==> src/rtl/prio_intc_pkg.sv <==
package prio_intc_pkg;
  typedef enum logic [1:0] {
    OP_MASK  = 2'b00,
    OP_SEOI  = 2'b01,
    OP_NSEOI = 2'b10,
    OP_MODE  = 2'b11
  } intc_op_e;
endpackage

==> src/rtl/intc_first_set.sv <==
// Fixed-priority finder: lowest set index wins.
module intc_first_set #(
  parameter int W  = 8,
  parameter int IW = $clog2(W)
) (
  input  logic [W-1:0]  vec,
  output logic [IW-1:0] idx,
  output logic          found
);
  always_comb begin
    idx   = '0;
    found = 1'b0;
    for (int i = W - 1; i >= 0; i--) begin
      if (vec[i]) begin
        idx   = IW'(i);
        found = 1'b1;
      end
    end
  end
endmodule

==> src/rtl/intc_cmd_decode.sv <==
module intc_cmd_decode
  import prio_intc_pkg::*;
(
  input  logic       cmd_valid,
  input  logic [1:0] cmd_op,
  output logic       mask_we,
  output logic       seoi,
  output logic       nseoi,
  output logic       mode_we
);
  intc_op_e op;

  always_comb begin
    op      = intc_op_e'(cmd_op);
    mask_we = cmd_valid && (op == OP_MASK);
    seoi    = cmd_valid && (op == OP_SEOI);
    nseoi   = cmd_valid && (op == OP_NSEOI);
    mode_we = cmd_valid && (op == OP_MODE);
  end
endmodule

==> src/rtl/intc_isr_next.sv <==
// Per-line next state of the in-service register: clear by EOI, then set by acknowledge.
module intc_isr_next #(
  parameter int N  = 8,
  parameter int IW = $clog2(N)
) (
  input  logic [N-1:0]  isr_q,
  input  logic          seoi,
  input  logic [IW-1:0] seoi_lvl,
  input  logic          nseoi,
  input  logic          ns_found,
  input  logic [IW-1:0] ns_idx,
  input  logic          set_en,
  input  logic [IW-1:0] set_idx,
  output logic [N-1:0]  isr_d
);
  for (genvar g = 0; g < N; g++) begin : g_line
    logic clr, set;
    always_comb begin
      clr = (seoi && (seoi_lvl == IW'(g))) ||
            (nseoi && ns_found && (ns_idx == IW'(g)));
      set = set_en && (set_idx == IW'(g));
      isr_d[g] = set || (isr_q[g] && !clr);
    end
  end
endmodule

==> src/rtl/prio_intc.sv <==
module prio_intc #(
  parameter int N_LINES   = 8,
  parameter int BASE_W    = 5,
  parameter int CASC_LINE = 2
) (
  input  logic                         clk,
  input  logic                         rst_n,
  input  logic [N_LINES-1:0]           irq_in,
  input  logic                         cmd_valid,
  input  logic [1:0]                   cmd_op,
  input  logic [$clog2(N_LINES)-1:0]   cmd_level,
  input  logic [N_LINES-1:0]           cmd_data,
  input  logic                         ack,
  output logic                         int_req,
  output logic [BASE_W+$clog2(N_LINES)-1:0] vec_out,
  output logic                         vec_valid,
  output logic [$clog2(N_LINES)-1:0]   cas_id,
  output logic                         cas_valid
);
  localparam int IDX_W   = $clog2(N_LINES);
  localparam int VEC_W   = BASE_W + IDX_W;
  localparam int AEOI_B  = BASE_W;
  localparam int MAST_B  = BASE_W + 1;

  // reset: asserted asynchronously, released on the clock
  logic rst_s0, rst_s;
  always_ff @(posedge clk or negedge rst_n) begin
    if (!rst_n) begin
      rst_s0 <= 1'b0;
      rst_s  <= 1'b0;
    end else begin
      rst_s0 <= 1'b1;
      rst_s  <= rst_s0;
    end
  end

  logic [N_LINES-1:0] mask_q, mask_d, pend_q, pend_d, isr_q, isr_d;
  logic [BASE_W-1:0]  base_q, base_d;
  logic               aeoi_q, aeoi_d, master_q, master_d;
  logic [VEC_W-1:0]   vec_q, vec_d;
  logic               vv_q, vv_d, cv_q, cv_d;
  logic [IDX_W-1:0]   cid_q, cid_d;

  logic mask_we, seoi, nseoi, mode_we;
  intc_cmd_decode u_dec (
    .cmd_valid (cmd_valid), .cmd_op (cmd_op),
    .mask_we (mask_we), .seoi (seoi), .nseoi (nseoi), .mode_we (mode_we)
  );

  logic [IDX_W-1:0] win_idx, isr_idx;
  logic             win_found, isr_found;
  intc_first_set #(.W(N_LINES), .IW(IDX_W)) u_win (
    .vec (pend_q & ~mask_q), .idx (win_idx), .found (win_found)
  );
  intc_first_set #(.W(N_LINES), .IW(IDX_W)) u_isr (
    .vec (isr_q), .idx (isr_idx), .found (isr_found)
  );

  logic grant_ok, aeoi_eff, casc_hit, take;
  always_comb begin
    grant_ok = win_found && (!isr_found || (win_idx < isr_idx));
    aeoi_eff = aeoi_q && master_q;
    casc_hit = master_q && (win_idx == IDX_W'(CASC_LINE));
    take     = ack && grant_ok;
  end

  intc_isr_next #(.N(N_LINES), .IW(IDX_W)) u_isr_nx (
    .isr_q (isr_q), .seoi (seoi), .seoi_lvl (cmd_level),
    .nseoi (nseoi), .ns_found (isr_found), .ns_idx (isr_idx),
    .set_en (take && !aeoi_eff), .set_idx (win_idx), .isr_d (isr_d)
  );

  // next state
  always_comb begin
    pend_d = irq_in;
    if (take) pend_d[win_idx] = 1'b0;
    mask_d   = mask_we ? cmd_data : mask_q;
    base_d   = mode_we ? cmd_data[BASE_W-1:0] : base_q;
    aeoi_d   = mode_we ? cmd_data[AEOI_B] : aeoi_q;
    master_d = mode_we ? cmd_data[MAST_B] : master_q;
    vec_d    = vec_q;
    cid_d    = cid_q;
    vv_d     = 1'b0;
    cv_d     = 1'b0;
    if (ack) begin
      if (take && casc_hit) begin
        cv_d  = 1'b1;
        cid_d = IDX_W'(CASC_LINE);
      end else begin
        vv_d  = 1'b1;
        vec_d = {base_q, (take ? win_idx : {IDX_W{1'b1}})};
      end
    end
  end

  // registers
  always_ff @(posedge clk or negedge rst_s) begin
    if (!rst_s) begin
      mask_q   <= '1;
      pend_q   <= '0;
      isr_q    <= '0;
      base_q   <= '0;
      aeoi_q   <= 1'b0;
      master_q <= 1'b0;
      vec_q    <= '0;
      cid_q    <= '0;
      vv_q     <= 1'b0;
      cv_q     <= 1'b0;
    end else begin
      mask_q   <= mask_d;
      pend_q   <= pend_d;
      isr_q    <= isr_d;
      base_q   <= base_d;
      aeoi_q   <= aeoi_d;
      master_q <= master_d;
      vec_q    <= vec_d;
      cid_q    <= cid_d;
      vv_q     <= vv_d;
      cv_q     <= cv_d;
    end
  end

  logic unused_data;
  assign unused_data = ^cmd_data;

  assign int_req   = grant_ok;
  assign vec_out   = vec_q;
  assign vec_valid = vv_q;
  assign cas_id    = cid_q;
  assign cas_valid = cv_q;

  // assertions
  assert_req_needs_unmasked_R2: assert property (@(posedge clk) disable iff (!rst_s)
    int_req |-> ((pend_q & ~mask_q) != '0));
  assert_grant_sets_isr_R4: assert property (@(posedge clk) disable iff (!rst_s)
    (ack && int_req && !aeoi_eff) |=> isr_q[$past(win_idx)]);
  assert_pulse_only_after_ack_R4: assert property (@(posedge clk) disable iff (!rst_s)
    !ack |=> (!vec_valid && !cas_valid));
  assert_nseoi_clears_top_R7: assert property (@(posedge clk) disable iff (!rst_s)
    (nseoi && isr_found && !ack) |=> !isr_q[$past(isr_idx)]);
  assert_auto_eoi_keeps_isr_R8: assert property (@(posedge clk) disable iff (!rst_s)
    (ack && aeoi_eff && !cmd_valid) |=> (isr_q == $past(isr_q)));
  assert_one_output_kind_R9: assert property (@(posedge clk) disable iff (!rst_s)
    !(vec_valid && cas_valid));
endmodule

==> config.mk <==
export PLATFORM = sky130hd
export DESIGN_NAME = prio_intc
export DESIGN_NICKNAME = d
export VERILOG_FILES = /design/src/rtl/prio_intc_pkg.sv /design/src/rtl/intc_first_set.sv /design/src/rtl/intc_cmd_decode.sv /design/src/rtl/intc_isr_next.sv /design/src/rtl/prio_intc.sv
export SDC_FILE = /design/constraint.sdc
export NUM_CORES = 1
export LEC_CHECK = 0
export ABC_AREA = 1
export BUFFER_PORTS_ARGS = -buffer_cell sky130_fd_sc_hd__clkbuf_2
export CAP_MARGIN = 10
export CORE_AREA = 2 2 100 102
export CTS_CLUSTER_SIZE = 40
export DETAILED_ROUTE_END_ITERATION = 8
export DIE_AREA = 0 0 102 104
export PLACE_DENSITY = 0.43
export SETUP_SLACK_MARGIN = 0.1
export SLEW_MARGIN = 20
export SYNTH_ARGS = -nofsm -noshare
export SYNTH_HDL_FRONTEND = slang
export SYNTH_HIERARCHICAL = 1
export SYNTH_SLANG_ARGS = --single-unit
==> constraint.sdc <==
create_clock -name clk -period 5.6 [get_ports clk]
set_input_delay 0.28 -clock clk [delete_from_list [all_inputs] [get_ports clk]]
set_output_delay 0.28 -clock clk [all_outputs]
set_load 0.02 [all_outputs]
==> impl_metrics.tcl <==
set metrics [dict create \
    syn_inst 280 \
    routedWlPerCell_um 11.2 \
    finalSetupTns_ns 0 \
    cts_inserted_buffers 5 \
    yosys_warnings 6 \
    ys_ff_latch 44 \
    firstDrtPassIters 4 \
    dp_hpwl_um 4020 \
    slew_headroom_pct 37.1 \
    ctsResizeCount 0 \
    cp_max_fo 11 \
    critical_path.max_stage_delay_ns 0.64 \
    end_kind "primary output" \
    die_y_um 104 \
    startpoint_type "flop" \
    cts.clk_slew.worst_paths_ns 0.09 \
    clock_path_buffers 2 \
    hold_buffers 1 \
    worst-path-buf-inv 3 \
    tritoncts "done" \
    period_share_pct 53.0 \
    drc 0 \
    status "finished clean" \
    seq_area_frac_synth_pct 47.8 \
    cp_top_family "simple AND/OR/NAND/NOR gates" \
    power_mw 1.12 \
    peakVddDrop_uv 126 \
    num_antenna_cells 0 \
    die_area_um2 10600 \
    coreArea_um2 9550 \
    grt_pass1_wl_um 8760 \
    stdcell_count 454 \
    start_util_pct 24.3 \
    maxSlewViolCount 0 \
    holdCritPathClass "input pin to flop" \
    cp_data_required_time_ns 5.32 \
    placed_cells 445 \
    nNetsFinal 347 \
    viasPerCell 3.89 \
    dr_total_vias 1766 \
    cts_sinks 44 \
    rsz0062_at_grt "false" \
    ios 39 \
    critPathKind "flop to primary output" \
    finalHoldViolations 0 \
    grt_usage_pct 10.6 \
    drtAntennaViolNets 0 \
    r2r_cells 16 \
    grt_overflow 0 \
    grt_start_max_net_pins 43 \
    holdPathStages 3 \
    synthToLayoutAreaGrowth_pct 18.1 \
    clk_latency_ns 0.29 \
    syn_area_um2 2320 \
    cp.depth 13 \
    antenna_found_initial 0 \
    rows 36 \
    tightest_slew_ns 0.943 \
    avgSynthCellArea_um2 8.30 \
    p_per_area_nw_per_um2 407 \
    reg2reg_slack_ns 2.81 \
    grt_pass1_vias 1747 \
    clock_skew_ns 0.0108 \
    maxCapViolCount 0 \
    setup_viol 0 \
    pre_cts_slack_ns 2.80 \
    fin_crit_ns 2.97 \
    post_cts_buffers 0 \
    gp_congestion 0.793 \
    crit_arrival_ns 2.69 \
    max_freq_mhz 337 \
    path_cells "nor2_1 -> or2_1 -> nand3_1 -> a31oi_1 -> ha_1 -> nand2_1 -> inv_1 -> nand2_2 -> nand2_2 -> nand2_4 -> nand2_4 -> inv_1 -> clkbuf_2" \
    wirelength_um 5070 \
    h-tree-depth 2 \
    fin_ws_ns 2.63 \
    die_w_um 102 \
    drtIter0Drc 89 \
    port_buffers 36 \
    cpMaxStageDelayCell "a31oi_1" \
    cts_root_buffer "clkbuf_8" \
    drive_above_1_share_pct 27.7 \
    ys_types 31 \
    p_leak_nw 1.38 \
]
[layout by cell type, fill, tap and decap left out, types with 2 or more instances in the layout]
cell       n
nand2_1   74
nand2_4    2
nor2_2     3
or2_1      3
nor2_1    27
nand4_1    5
nor2_4     2
nand3_1   19
clkbuf_2  36
a31oi_1    2
nor3_2     2
a21boi_0   2
inv_1     47
dfrtp_1   35
ha_1       2
mux2_2    14
conb_1     3
o21a_1     5
nand2_2    4
dfstp_2    8
clkbuf_8   5
clkinv_2   2
a21oi_1    4
inv_2      5
[path summary, 6_finish.rpt]
kind / to / start
min reg2reg: rst_s / rst_s0
max: int_req / mask_q[7]
max reg2reg: isr_q[0] / mask_q[7]
min in group asynchronous: rst_s / rst_n
max in group asynchronous: isr_q[6] / rst_s
min: pend_q[7] / irq_in[7]
[cell usage after synthesis]
library cell | n | area (µm²)
buf_2 | 1 | 5.00
o21a_1 | 5 | 37.5
a31oi_1 | 2 | 12.5
nand3_4 | 1 | 17.5
inv_2 | 5 | 18.8
dfrtp_1 | 36 | 901
ha_1 | 2 | 25.0
nand3_2 | 1 | 10.0
conb_1 | 2 | 7.51
nand2_1 | 74 | 278
nand2_2 | 4 | 25.0
dfstp_2 | 8 | 210
mux2_2 | 14 | 158
o21ai_0 | 1 | 5.00
o21bai_4 | 1 | 18.8
clkinv_1 | 1 | 3.75
nand2_4 | 2 | 22.5
nor3_1 | 1 | 5.00
nor2_4 | 2 | 22.5
inv_1 | 47 | 176
nor2_2 | 3 | 18.8
a21boi_0 | 2 | 15.0
nand3_1 | 19 | 95.1
nand4_1 | 5 | 31.3
nor3_2 | 2 | 20.0
or2_1 | 3 | 18.8
a21oi_1 | 4 | 20.0
buf_4 | 2 | 15.0
nand4_4 | 1 | 21.3
nor2_1 | 27 | 101
clkbuf_1 | 2 | 7.51
[through the flow]
| stage | hold slack [ns] | cell area, µm² | utilization, % |
|---|---|---|---|
| floorplan | -0.0156 | 2330 | - |
| global placement | 0.0662 | 2650 | 27.7 |
| detailed placement | 0.0665 | 2650 | 27.7 |
| CTS | 0.160 | 2750 | 28.7 |
| global route | 0.168 | 2750 | 28.7 |
| finish | 0.174 | 2750 | 28.7 |
[routing by layer]
layer	global-route usage (%)	vias to the layer above	part of all wire, %
met1	14.1	807	48
li1	-	937	-
met3	2.08	2	2.8
met5	0	-	0
met4	3.14	0	0.87
met2	17.2	20	49
[sequential cells by signal, summed over array words and instances (netlist names)]
name       count
base_q         5
rst_s          1
pend_q         8
isr_q          8
cas_valid      1
cas_id         1
mask_q         8
master_q       1
rst_s0         1
aeoi_q         1
vec_out        8
vec_valid      1
[area by class of cell]
class / instances / area [µm²]
well taps: 133 / 166
inverters: 53 / 199
fillers: 1063 / 6800
repair buffers: 37 / 190
flip-flops and latches: 44 / 1110
multi-input cells: 179 / 990
clock inverters: 3 / 18.8
clock buffers: 5 / 68.8
[power by group]
group          leakage [nW]  internal, mW  switching [mW]
combinational         0.812         0.159           0.311
clock                0.0479        0.0871           0.112
sequential            0.516         0.400          0.0463
total                  1.38         0.646           0.470
[worst register-to-register path: stages, from the launching register on]
cell and delay [ns]:
dfstp_2 0.38, nor2_1 0.14, or2_1 0.16, nand3_1 0.08, a31oi_1 0.64, ha_1 0.36
nand2_1 0.06, inv_1 0.04, nand2_2 0.05, nand2_2 0.06, nand2_4 0.12, nand3_4 0.12
a21oi_1 0.18, inv_1 0.07, nor2_2 0.14, nand2_1 0.07, nand2_1 0.06
[kinds of logic (layout without fill, tap and decap cells)]
logic type      Yosys count  count (layout)  synth area share [%]
fa+ha+maj                 2               2                  1.08
simple gates            145             145                  29.6
other cells               2               3                 0.323
compound gates           15              15                  4.68
buf+inv                  58              98                  9.75
mux                      14              14                  6.79
flops                    44              44                  47.8
No activity file was read; power rests on OpenSTA's default activity.
